<file path="src/rtl/ide_ctl_pkg.sv">
package ide_ctl_pkg;
  localparam int unsigned SRST_POS = 2;
  localparam int unsigned NIEN_POS = 1;

  // A read strobe counts only when no write shares the cycle.
  function automatic logic accept_rd(input logic rd, input logic wr);
    return rd & ~wr;
  endfunction

  // Interrupt visible to the host.
  function automatic logic irq_gate(input logic pend, input logic disable_bit);
    return pend & ~disable_bit;
  endfunction
endpackage

</file>
<file path="src/rtl/ide_ctl_reg.sv">
module ide_ctl_reg
  import ide_ctl_pkg::*;
#(
  parameter int W = 8
) (
  input  logic         clk,
  input  logic         rst_n,
  input  logic         wr_en,
  input  logic [W-1:0] wdata,
  output logic         srst,
  output logic         nien,
  output logic         srst_rise,
  output logic         srst_fall
);
  logic srst_d1;
  logic resv_nz;

  // reserved bits are observed only by the checks below
  always_comb begin
    resv_nz = 1'b0;
    for (int i = 0; i < W; i++)
      if (i != SRST_POS && i != NIEN_POS) resv_nz = resv_nz | wdata[i];
  end

  always_ff @(posedge clk) begin
    if (!rst_n) begin
      srst    <= 1'b0;
      nien    <= 1'b0;
      srst_d1 <= 1'b0;
    end else begin
      srst_d1 <= srst;
      if (wr_en) begin
        srst <= wdata[SRST_POS];
        nien <= wdata[NIEN_POS];
      end
    end
  end

  assign srst_rise = srst & ~srst_d1;
  assign srst_fall = ~srst & srst_d1;

  p_pulse_single_r10: assert property (@(posedge clk) disable iff (!rst_n)
    srst_rise |=> !srst_rise);
  p_resv_ignored_r2: assert property (@(posedge clk) disable iff (!rst_n)
    (wr_en && resv_nz) |=> (srst == $past(wdata[SRST_POS]) && nien == $past(wdata[NIEN_POS])));
endmodule

</file>
<file path="src/rtl/ide_dev_slot.sv">
module ide_dev_slot #(
  parameter int W = 8
) (
  input  logic         clk,
  input  logic         rst_n,
  input  logic         srst,
  input  logic         srst_fall,
  input  logic         upd,
  input  logic [W-1:0] upd_data,
  input  logic         irq_req,
  input  logic         clr,
  output logic [W-1:0] status,
  output logic         pend
);
  localparam logic [W-1:0] BUSY = {1'b1, {(W-1){1'b0}}};

  always_ff @(posedge clk) begin
    if (!rst_n) begin
      status <= '0;
      pend   <= 1'b0;
    end else if (srst) begin
      status <= BUSY;
      pend   <= 1'b0;
    end else begin
      if (srst_fall)  status <= '0;
      else if (upd)   status <= upd_data;
      if (irq_req)    pend <= 1'b1;
      else if (clr)   pend <= 1'b0;
    end
  end

  p_busy_hold_r11: assert property (@(posedge clk) disable iff (!rst_n)
    ($past(srst) && srst) |-> (status == BUSY && !pend));
  p_release_zero_r12: assert property (@(posedge clk) disable iff (!rst_n)
    srst_fall |=> (status == '0));
  p_req_wins_r13: assert property (@(posedge clk) disable iff (!rst_n)
    (irq_req && !srst) |=> pend);
endmodule

</file>
<file path="src/rtl/ide_rd_port.sv">
module ide_rd_port
  import ide_ctl_pkg::*;
#(
  parameter int W     = 8,
  parameter int NDEV  = 2,
  parameter int SEL_W = 1
) (
  input  logic              clk,
  input  logic              rst_n,
  input  logic              rd_alt,
  input  logic              rd_pri,
  input  logic              wr,
  input  logic [SEL_W-1:0]  sel,
  input  logic [NDEV*W-1:0] status_flat,
  output logic [W-1:0]      rdata,
  output logic              rvalid,
  output logic [NDEV-1:0]   pri_clr
);
  logic rd_acc;
  logic pri_acc;

  assign rd_acc  = accept_rd(rd_alt | rd_pri, wr);
  assign pri_acc = accept_rd(rd_pri, wr);

  for (genvar d = 0; d < NDEV; d++) begin : g_clr
    assign pri_clr[d] = pri_acc && (sel == SEL_W'(d));
  end

  always_ff @(posedge clk) begin
    if (!rst_n) begin
      rdata  <= '0;
      rvalid <= 1'b0;
    end else begin
      rvalid <= rd_acc;
      if (rd_acc) rdata <= status_flat[sel*W +: W];
    end
  end

  p_valid_r3: assert property (@(posedge clk) disable iff (!rst_n)
    (rd_alt && !wr) |=> rvalid);
  p_reject_r4: assert property (@(posedge clk) disable iff (!rst_n)
    wr |=> !rvalid);
  p_clr_single_r9: assert property (@(posedge clk) disable iff (!rst_n)
    $onehot0(pri_clr));
  p_alt_noclr_r8: assert property (@(posedge clk) disable iff (!rst_n)
    (!rd_pri) |-> (pri_clr == '0));
endmodule

</file>
<file path="src/rtl/ide_ctl_emu.sv">
module ide_ctl_emu
  import ide_ctl_pkg::*;
#(
  parameter int W    = 8,
  parameter int NDEV = 2,
  localparam int SEL_W = $clog2(NDEV)
) (
  input  logic             clk,
  input  logic             rst_n,
  input  logic             host_wr,
  input  logic [W-1:0]     host_wdata,
  input  logic             host_rd_alt,
  input  logic             host_rd_pri,
  input  logic [SEL_W-1:0] dev_sel,
  output logic [W-1:0]     host_rdata,
  output logic             host_rvalid,
  output logic             host_irq,
  output logic             srst_pulse,
  input  logic [NDEV-1:0]  dev_upd,
  input  logic [W-1:0]     dev_stat,
  input  logic [NDEV-1:0]  dev_irq_req
);
  logic              srst, nien, srst_rise, srst_fall;
  logic [NDEV-1:0]   pend_vec;
  logic [NDEV-1:0]   pri_clr;
  logic [NDEV*W-1:0] status_flat;

  ide_ctl_reg #(.W(W)) u_ctl (
    .clk(clk), .rst_n(rst_n), .wr_en(host_wr), .wdata(host_wdata),
    .srst(srst), .nien(nien), .srst_rise(srst_rise), .srst_fall(srst_fall)
  );

  for (genvar d = 0; d < NDEV; d++) begin : g_dev
    ide_dev_slot #(.W(W)) u_slot (
      .clk(clk), .rst_n(rst_n), .srst(srst), .srst_fall(srst_fall),
      .upd(dev_upd[d]), .upd_data(dev_stat), .irq_req(dev_irq_req[d]),
      .clr(pri_clr[d]), .status(status_flat[d*W +: W]), .pend(pend_vec[d])
    );
  end

  ide_rd_port #(.W(W), .NDEV(NDEV), .SEL_W(SEL_W)) u_rd (
    .clk(clk), .rst_n(rst_n), .rd_alt(host_rd_alt), .rd_pri(host_rd_pri),
    .wr(host_wr), .sel(dev_sel), .status_flat(status_flat),
    .rdata(host_rdata), .rvalid(host_rvalid), .pri_clr(pri_clr)
  );

  assign host_irq   = irq_gate(pend_vec[dev_sel], nien);
  assign srst_pulse = srst_rise;

  p_nien_mask_r7: assert property (@(posedge clk) disable iff (!rst_n)
    ($past(host_wr) && $past(host_wdata[NIEN_POS])) |-> !host_irq);
  p_alt_keep_r8: assert property (@(posedge clk) disable iff (!rst_n)
    (host_rd_alt && !host_rd_pri && !srst && pend_vec[dev_sel])
      |=> pend_vec[$past(dev_sel)]);
  p_pulse_after_wr_r10: assert property (@(posedge clk) disable iff (!rst_n)
    srst_pulse |-> ($past(host_wr) && $past(host_wdata[SRST_POS])));
endmodule

</file>
<file path="config.mk">
export PLATFORM = sky130hd
export DESIGN_NAME = ide_ctl_emu
export DESIGN_NICKNAME = d
export VERILOG_FILES = /design/src/rtl/ide_ctl_pkg.sv /design/src/rtl/ide_ctl_reg.sv /design/src/rtl/ide_dev_slot.sv /design/src/rtl/ide_rd_port.sv /design/src/rtl/ide_ctl_emu.sv
export SDC_FILE = /design/constraint.sdc
export NUM_CORES = 1
export LEC_CHECK = 0
export ABC_AREA = 1
export CAP_MARGIN = 20
export CORE_MARGIN = 10
export CORE_UTILIZATION = 45
export DETAILED_ROUTE_END_ITERATION = 8
export PLACE_DENSITY = 0.79
export SETUP_SLACK_MARGIN = 0.02
export SYNTH_ARGS = -nofsm -noshare
export SYNTH_HDL_FRONTEND = slang
export SYNTH_SLANG_ARGS = --single-unit
export TNS_END_PERCENT = 1
</file>
<file path="constraint.sdc">
create_clock -name clk -period 2.1 [get_ports clk]
set_input_delay 0.315 -clock clk [delete_from_list [all_inputs] [get_ports clk]]
set_output_delay 0.315 -clock clk [all_outputs]
set_load 0.01 [all_outputs]
</file>
==> results.ini, run 1 <==
[yosys]
yosysTopAreaCell=dfxtp_1
yosysWarnings=0
synth_ff_type=dfxtp_1
ys_types=15
synthArstFlopShare_pct=0
syn_avg_cell_area_um2=7.17
synth_commonest_cells=nand2_1, dfxtp_1, nor2_1
yosys.area.top_type_share_pct=47.6
synth-seq-cells=30
synth_edf_count=0
yosysSeqAreaShare_pct=47.6
syn_nets=202
syn_inst=176
synth_most_common_cell=nand2_1
netlist_area_um2=1260
synth.area.top_cells=dfxtp_1, nand2_1, a21oi_2

[clock_tree]
cts_tree=built
post_cts_resized=0
clock_path_buffers=2
clk_pin_slew_ps=90
h-tree-depth=2
numCtsBuffers=5
clkLatencyLatePin_ps=340
cts_root_buf=clkbuf_4
cts_setup_buffers=0
clkSinkCount=30
hold_buffers=0

[grt]
grt_overflow=0
grt_pass1_vias=1192
grt_pass1_wl_um=5310
antenna_found_initial=0
grt_max_degree=15
track_usage_pct=12.6

[pwr]
powerDensity_nw_per_um2=723
p_switching_uw=332
pwr-share-clk_pct=31.0
seqPwrFrac_pct=51.9
p_leak_nw=0.728
p_int_uw=865
sw_frac_of_total_pct=27.7
combPwrFrac_pct=17.1
peakVddDrop_uv=644

[placed_design]
io_buffers=30
dp_hpwl_um=2310
gp_congestion=0.796

[layout]
antenna_cells=0
area_growth_pct=31.1
final_util_pct=61.1
nets=236
drive_gt1_share_pct=10.4

[critical_path]
worst_setup_path_start_kind=primary input
max_stage_delay_ps=560
required_ps=1780
crit_type=primary input to primary output
worst_setup_path_end_kind=primary output
path_common_cell=clkdlybuf4s50_1
slowest_stage=clkdlybuf4s50_1
crit_arrival_ps=1650
worstPathCellList=clkdlybuf4s50_1, nand2_1, a21oi_1, clkdlybuf4s50_1
path_max_fanout=4

[timing]
skew_ps=8.86
rsz0062_at_grt=no
report.final.slew_viol_count=0
final.setup.tns_ps=0
fmax_ghz=0.510
worst_slew_pin_slew_ps=708
period_share_pct=93.3
finalHoldViolCount=0
setup_viol=0
relSlewSlack_pct=52.8
layout_min_cycle_time_ps=1960

[drt]
drc=0
ant_nets=0
routed_wl_um=3170
first_pass_iters=4
wl_met2_um=1530
vias=1174
met3WireLength_um=202
top_layer_used=met4
viasPerCell=4.85
wl_per_cell_um=13.1
first_iter_violations=47
drt-met1-wl_um=1370

[die]
start_util_pct=46.6
die_h_um=73.0
core_area_um2=2710
num_rows=19
fp.dieW_um=73.0
ios=37
die_area_um2=5320

[outcome]
status=finished clean

[hold_path]
holdCritPathClass=register to register

[job]
drv_cap=0

-- state kept, by name (all words and copies together) (netlist names) --
register             flops
g_dev.u_slot.pend        2
g_dev.u_slot.status     16
u_ctl.nien               1
u_ctl.srst               1
u_ctl.srst_d1            1
u_rd.rdata               8
u_rd.rvalid              1
-- metal layers --
metal | vias to the layer above | GRT usage (%)
met5 | - | 0
met4 | 0 | 5.06
met3 | 6 | 5.31
met2 | 29 | 21.0
met1 | 523 | 13.8
li1 | 616 | -
-- final cells by class --
type	instances	area [um^2]
Clock buffer	6	51.3
Inverter	10	37.5
Sequential cell	30	601
Fill cell	265	1050
Multi-Input combinational cell	130	592
Tap cell	31	38.8
Timing Repair Buffer	33	323
Clock inverter	2	12.5
-- metrics by stage --
stage	cell area, um^2	setup slack (ps)	total power, mW	hold slack, ps	cells
after floorplan	1260	907	0.742	437	176
after global placement	1590	143	0.831	449	234
after detailed placement	1590	149	0.839	454	234
after CTS	1660	143	1.20	470	242
after global routing	1660	71.7	1.26	494	242
final	1660	140	1.20	472	242
-- critical path, delay by kind of cell --
family                 cells  cell delay, ps
AO/OA/AOI/OAI              1             140
buffers and inverters      2            1120
AND/OR/NAND/NOR            1              70
-- power by group through the flow --
stage	Clock (mW)	Sequential (mW)	Combinational (mW)
2_1_floorplan	0	0.638	0.104
3_3_place_gp	0	0.633	0.198
3_5_place_dp	0	0.635	0.204
4_1_cts	0.375	0.622	0.206
5_1_grt	0.405	0.627	0.228
6_report	0.371	0.622	0.204
-- cells by family (layout without fill, tap and decap cells) --
group / count (synthesis) / count (layout) / share of synthesized area [%]
AO/OA/AOI/OAI: 22 / 22 / 12.0
buffers and inverters: 16 / 51 / 5.55
AND/OR/NAND/NOR: 108 / 108 / 34.9
flip-flops: 30 / 30 / 47.6
-- final timing paths --
path,startpoint,endpoint,slack [ps],depth (start not counted)
setup reg to reg,u_ctl.srst,g_dev[0].u_slot.status[6],810,4
hold / removal,g_dev[1].u_slot.status[6],g_dev[1].u_slot.status[6],470,2
setup / recovery,dev_sel,host_irq,140,4
hold reg to reg,g_dev[1].u_slot.status[6],g_dev[1].u_slot.status[6],470,2
-- layout by cell type (no fill, tap or decap), types with 2 or more instances in the layout --
cell,count
clkdlybuf4s50_1,30
nand2_1,76
o21ai_0,3
a21oi_1,8
clkinv_1,2
a21oi_2,10
nor2_1,21
nand3b_1,8
dfxtp_1,30
clkbuf_4,5
buf_4,3
nand3_1,2
inv_1,8
No activity file was read; power rests on OpenSTA's default activity.
==> inputs of run 2 (changes only) <==
CTS_CLUSTER_DIAMETER = 30   (was not set)
DONT_BUFFER_PORTS = 1   (was not set)
PLACE_DENSITY = 0.62   (was 0.79)
==> run 2 against run 1 <==
  * Combinational power is 47% lower
  * Global-route usage shrank 0.98 points
  * Count of clock-buffer cells in the layout up 1
  * Design area fell by 21%
  * First-iteration DRC count rose by 85%
  * Worst hold slack got worse by 370 ps
  * Worst setup slack improved by 670 ps
  * Non-clock buffer count down 33
  * Critical path depth down 2
  * Sequential cell count did not move
  * Die area is the same
  * Clock power is 17% lower
  * Critical endpoint unchanged
==> results.ini, run 2 (synthesized netlist as in run 1, its figures left out) <==
[critical_path]
crit_arrival_ps=980
crit_type=register to primary output
max_stage_delay_ps=340
worst_setup_path_start_kind=register
r2r_setup_slack_ps=810
path_max_fanout=2
slowest_stage=dfxtp_1
r2r_cells=4
critPathBufInv=0
r2r-start=u_ctl.srst
worstPathCellList=nand2_1, a21oi_1
required_ps=1780
crit_family=flip-flops
r2r-end=g_dev[0].u_slot.status[0]
worst_setup_path_end_kind=primary output

[die]
die_area_um2=5320
fp.dieW_um=73.0
start_util_pct=46.6
num_rows=19
die_h_um=73.0
ios=37
core_area_um2=2710

[grt]
grt_max_degree=15
track_usage_pct=11.6
grt_overflow=0
antenna_found_initial=0
grt_pass1_wl_um=4820
grt_pass1_vias=965

[placed_design]
gp_congestion=0.769
dp_hpwl_um=2060
placed_cell_area_um2=1270
io_buffers=0

[pwr]
power_mw=1.05
combPwrFrac_pct=10.4
p_leak_nw=0.591
p_switching_uw=275
p_int_uw=772
powerDensity_nw_per_um2=797
seqPwrFrac_pct=60.2
peakVddDrop_uv=473
sw_frac_of_total_pct=26.3
pwr-share-clk_pct=29.3

[layout]
nets=203
layout_commonest_cell=nand2_1
reg_top3=g_dev.u_slot.status (16), u_rd.rdata (8), g_dev.u_slot.pend (2)
fin_area_um2=1310
largest_reg_flops=16
area_growth_pct=4.06
final_cell_mix=nand2_1, dfxtp_1, nor2_1
antenna_cells=0
drive_gt1_share_pct=9.04
regMostFlops=g_dev.u_slot.status

[timing]
finalHoldViolCount=0
fmax_ghz=0.774
setup_viol=0
worst_slew_pin_slew_ps=689
period_share_pct=61.5
layout_min_cycle_time_ps=1290
final.setup.tns_ps=0
rsz0062_at_grt=no
report.final.slew_viol_count=0
skew_ps=1.25
relSlewSlack_pct=54.0

[clock_tree]
numCtsBuffers=5
hold_buffers=0
clock_path_buffers=2
cts_root_buf=clkbuf_4
clkLatencyLatePin_ps=320
h-tree-depth=2
clk_pin_slew_ps=80
clkSinkCount=30
post_cts_resized=0
cts_setup_buffers=0
cts_tree=built

[hold_path]
worstHoldStart=rst_n
hold_depth=2
hold_end=u_rd.rdata[6]
holdCritPathClass=primary input to register

[outcome]
status=finished clean

[drt]
drc=0
viasPerCell=5.04
ant_nets=0
routed_wl_um=2840
first_iter_violations=87
first_pass_iters=4
wl_per_cell_um=13.7
vias=1049

[job]
drv_cap=0

[run 2: power by group through the flow]
stage               Combinational [mW]  Sequential (mW)  Clock, mW
global route                     0.130            0.636      0.355
detailed placement               0.110            0.644          0
floorplan                        0.104            0.638          0
finish                           0.109            0.631      0.307
CTS                              0.111            0.631      0.318
global placement                 0.107            0.643          0
[run 2: worst max path at each step]
stage                               startpoint                        end  slack (ps)  cells past startpoint
after floorplan                        dev_sel                   host_irq         910                      3
after global placement              u_ctl.srst  g_dev[1].u_slot.status[4]         860                      4
after detailed placement            u_ctl.srst  g_dev[0].u_slot.status[0]         820                      4
after CTS                 g_dev[1].u_slot.pend                   host_irq         780                      2
after global routing                u_ctl.srst  g_dev[1].u_slot.status[4]         650                      4
final                     g_dev[1].u_slot.pend                   host_irq         810                      2
[run 2: cell type report]
class	count	area, um^2
well taps	31	38.8
clock buffers	7	45.0
multi-input cells	130	592
flip-flops and latches	30	601
fillers	288	1400
inverters	10	37.5
[run 2: metal layers]
layer	part of all wire [%]	global-route usage, %	vias up
met5	0	0	-
met4	1.7	5.06	0
met3	13	7.48	6
met2	41	15.4	40
met1	44	14.4	454
li1	-	-	549
[run 2: stage by stage]
step	util [%]	hold WS [ps]	cells	setup slack (ps)
after global routing	48.5	76.5	208	650
final	48.5	105	208	808
after floorplan	-	437	176	907
after CTS	48.5	91.6	208	784
after global placement	46.8	442	201	861
after detailed placement	46.8	442	201	818
==> inputs of run 3 (changes only) <==
clock period = 1.3 ns   (was 2.1 ns; I/O delays follow)
==> run 3 against run 2 <==
  * Die area stayed put
  * Critical path depth is 2 higher
  * Via count is 1.7% higher
  * Total power is 65% higher
  * Sequential share of layout area is 3.8 points lower
  * Wire length is 6.6% higher
  * First-iteration DRC count is 46% lower
  * Combinational power is 99% higher
  * Global-route usage is 0.45 points higher
  * Cell count is 5.3% higher
  * Worst hold slack worse by 94 ps
  * Clock power is 62% higher
  * Largest cell class unchanged
  * Highest routed layer unchanged
==> results.ini, run 3 (synthesized netlist as in run 1, its figures left out) <==
[outcome]
status=finished clean

[critical_path]
crit_arrival_ps=1510
worst_setup_path_start_kind=primary input
worst_setup_path_end_kind=register
path_max_fanout=9
crit_type=primary input to register
r2r_setup_slack_ps=170
required_ps=1570

[timing]
holdWs_ps=11.5
setup_viol=0
report.final.slew_viol_count=0
relSlewSlack_pct=75.0
rsz0062_at_grt=no
fmax_ghz=0.804
worst_slew_pin_slew_ps=375
finalHoldViolCount=0
period_share_pct=95.6
final.setup.tns_ps=0
layout_min_cycle_time_ps=1240
skew_ps=4.51

[die]
die_h_um=73.0
core_area_um2=2710
ios=37
fp.dieW_um=73.0
start_util_pct=46.6
num_rows=19
die_area_um2=5320

[drt]
drc=0
first_pass_iters=4
routed_wl_um=3030
viasPerCell=4.87
first_iter_violations=47
vias=1067
ant_nets=0
wl_per_cell_um=13.8

[clock_tree]
cts_tree=built
h-tree-depth=2
numCtsBuffers=5
cts_root_buf=clkbuf_4
cts_setup_buffers=0
clkSinkCount=30
clkLatencyLatePin_ps=320
clock_path_buffers=2
clk_pin_slew_ps=90

[placed_design]
dp_hpwl_um=2130
io_buffers=0
gp_congestion=0.762

[layout]
regMostFlops=g_dev.u_slot.status
multi_input_comb_area_um2=592
nets=214
antenna_cells=0
largest_reg_flops=16
drive_gt1_share_pct=9.04
reg_top3=g_dev.u_slot.status (16), u_rd.rdata (8), g_dev.u_slot.pend (2)
fillers=288
area_growth_pct=13.6
final-seq-area_um2=601
final_cell_mix=nand2_1, dfxtp_1, nor2_1
layout_commonest_cell=nand2_1

[pwr]
seqPwrFrac_pct=58.8
pwr-share-clk_pct=28.7
p_leak_nw=0.640
powerDensity_nw_per_um2=1210
p_switching_uw=457
peakVddDrop_uv=1020
p_int_mw=1.28
combPwrFrac_pct=12.5
sw_frac_of_total_pct=26.4

[grt]
grt_max_degree=15
track_usage_pct=12.1
antenna_found_initial=0
grt_pass1_wl_um=5010
grt_pass1_vias=1075
grt_overflow=0

[hold_path]
holdCritPathClass=primary input to register

[job]
drv_cap=0

-- run 3: cell types whose count changed in the layout (fill, tap and decap cells not counted) --
cell / change
dlygate4sd3_1: +10
buf_12: +1
-- run 3: layer usage --
| layer | wire, um | part of all wire, % | vias to the layer above | GRT usage, % |
|---|---|---|---|---|
| li1 | - | - | 571 | - |
| met1 | 1310 | 43 | 461 | 14.4 |
| met2 | 1350 | 45 | 29 | 17.5 |
| met3 | 324 | 11 | 6 | 6.67 |
| met4 | 44 | 1.5 | 0 | 5.06 |
| met5 | 0 | 0 | - | 0 |
-- run 3: timing repair --
| item | 4_1_cts | 5_1_grt |
|---|---|---|
| hold endpoints to repair | 14 | 2 |
| resized for setup | 0 | 0 |
| hold buffers | 7 | 3 |
-- run 3: final cells by class --
cell class              count  share of cell area, %
multi-input cells         130                   41.3
clock buffers               7                   3.14
well taps                  31                   2.71
flip-flops and latches     30                   41.9
inverters                  10                   2.62
repair buffers             11                   8.38
-- run 3: final timing paths --
path / to / startpoint / cells past startpoint
min: u_rd.rvalid / rst_n / 2
max: g_dev[1].u_slot.status[1] / dev_upd[1] / 4
min reg2reg: g_dev[1].u_slot.pend / g_dev[1].u_slot.pend / 2
max reg2reg: g_dev[1].u_slot.status[4] / u_ctl.srst / 5
-- run 3: power groups by stage --
| stage | Combinational, mW | Clock, mW | Sequential [mW] |
|---|---|---|---|
| finish | 0.217 | 0.497 | 1.02 |
| global route | 0.253 | 0.554 | 1.03 |
| CTS | 0.211 | 0.514 | 1.02 |
| detailed placement | 0.189 | 0 | 1.04 |
| global placement | 0.184 | 0 | 1.04 |
| floorplan | 0.168 | 0 | 1.03 |
-- run 3: through the flow --
step                      cell area, um^2  utilization, %  total power [mW]  instances  setup slack (ps)
after floorplan                      1260               -              1.20        176               253
after global placement               1290            47.6              1.22        202               270
after detailed placement             1290            47.6              1.23        202               221
after CTS                            1400            51.8              1.74        216              93.0
after global routing                 1430            52.9              1.83        219              42.0
final                                1430            52.9              1.73        219              56.6
-- run 3: critical path: stages --
cell           delay, ps
dlygate4sd3_1        550
nand2_1               60
dlygate4sd3_1        570
a21oi_2              120
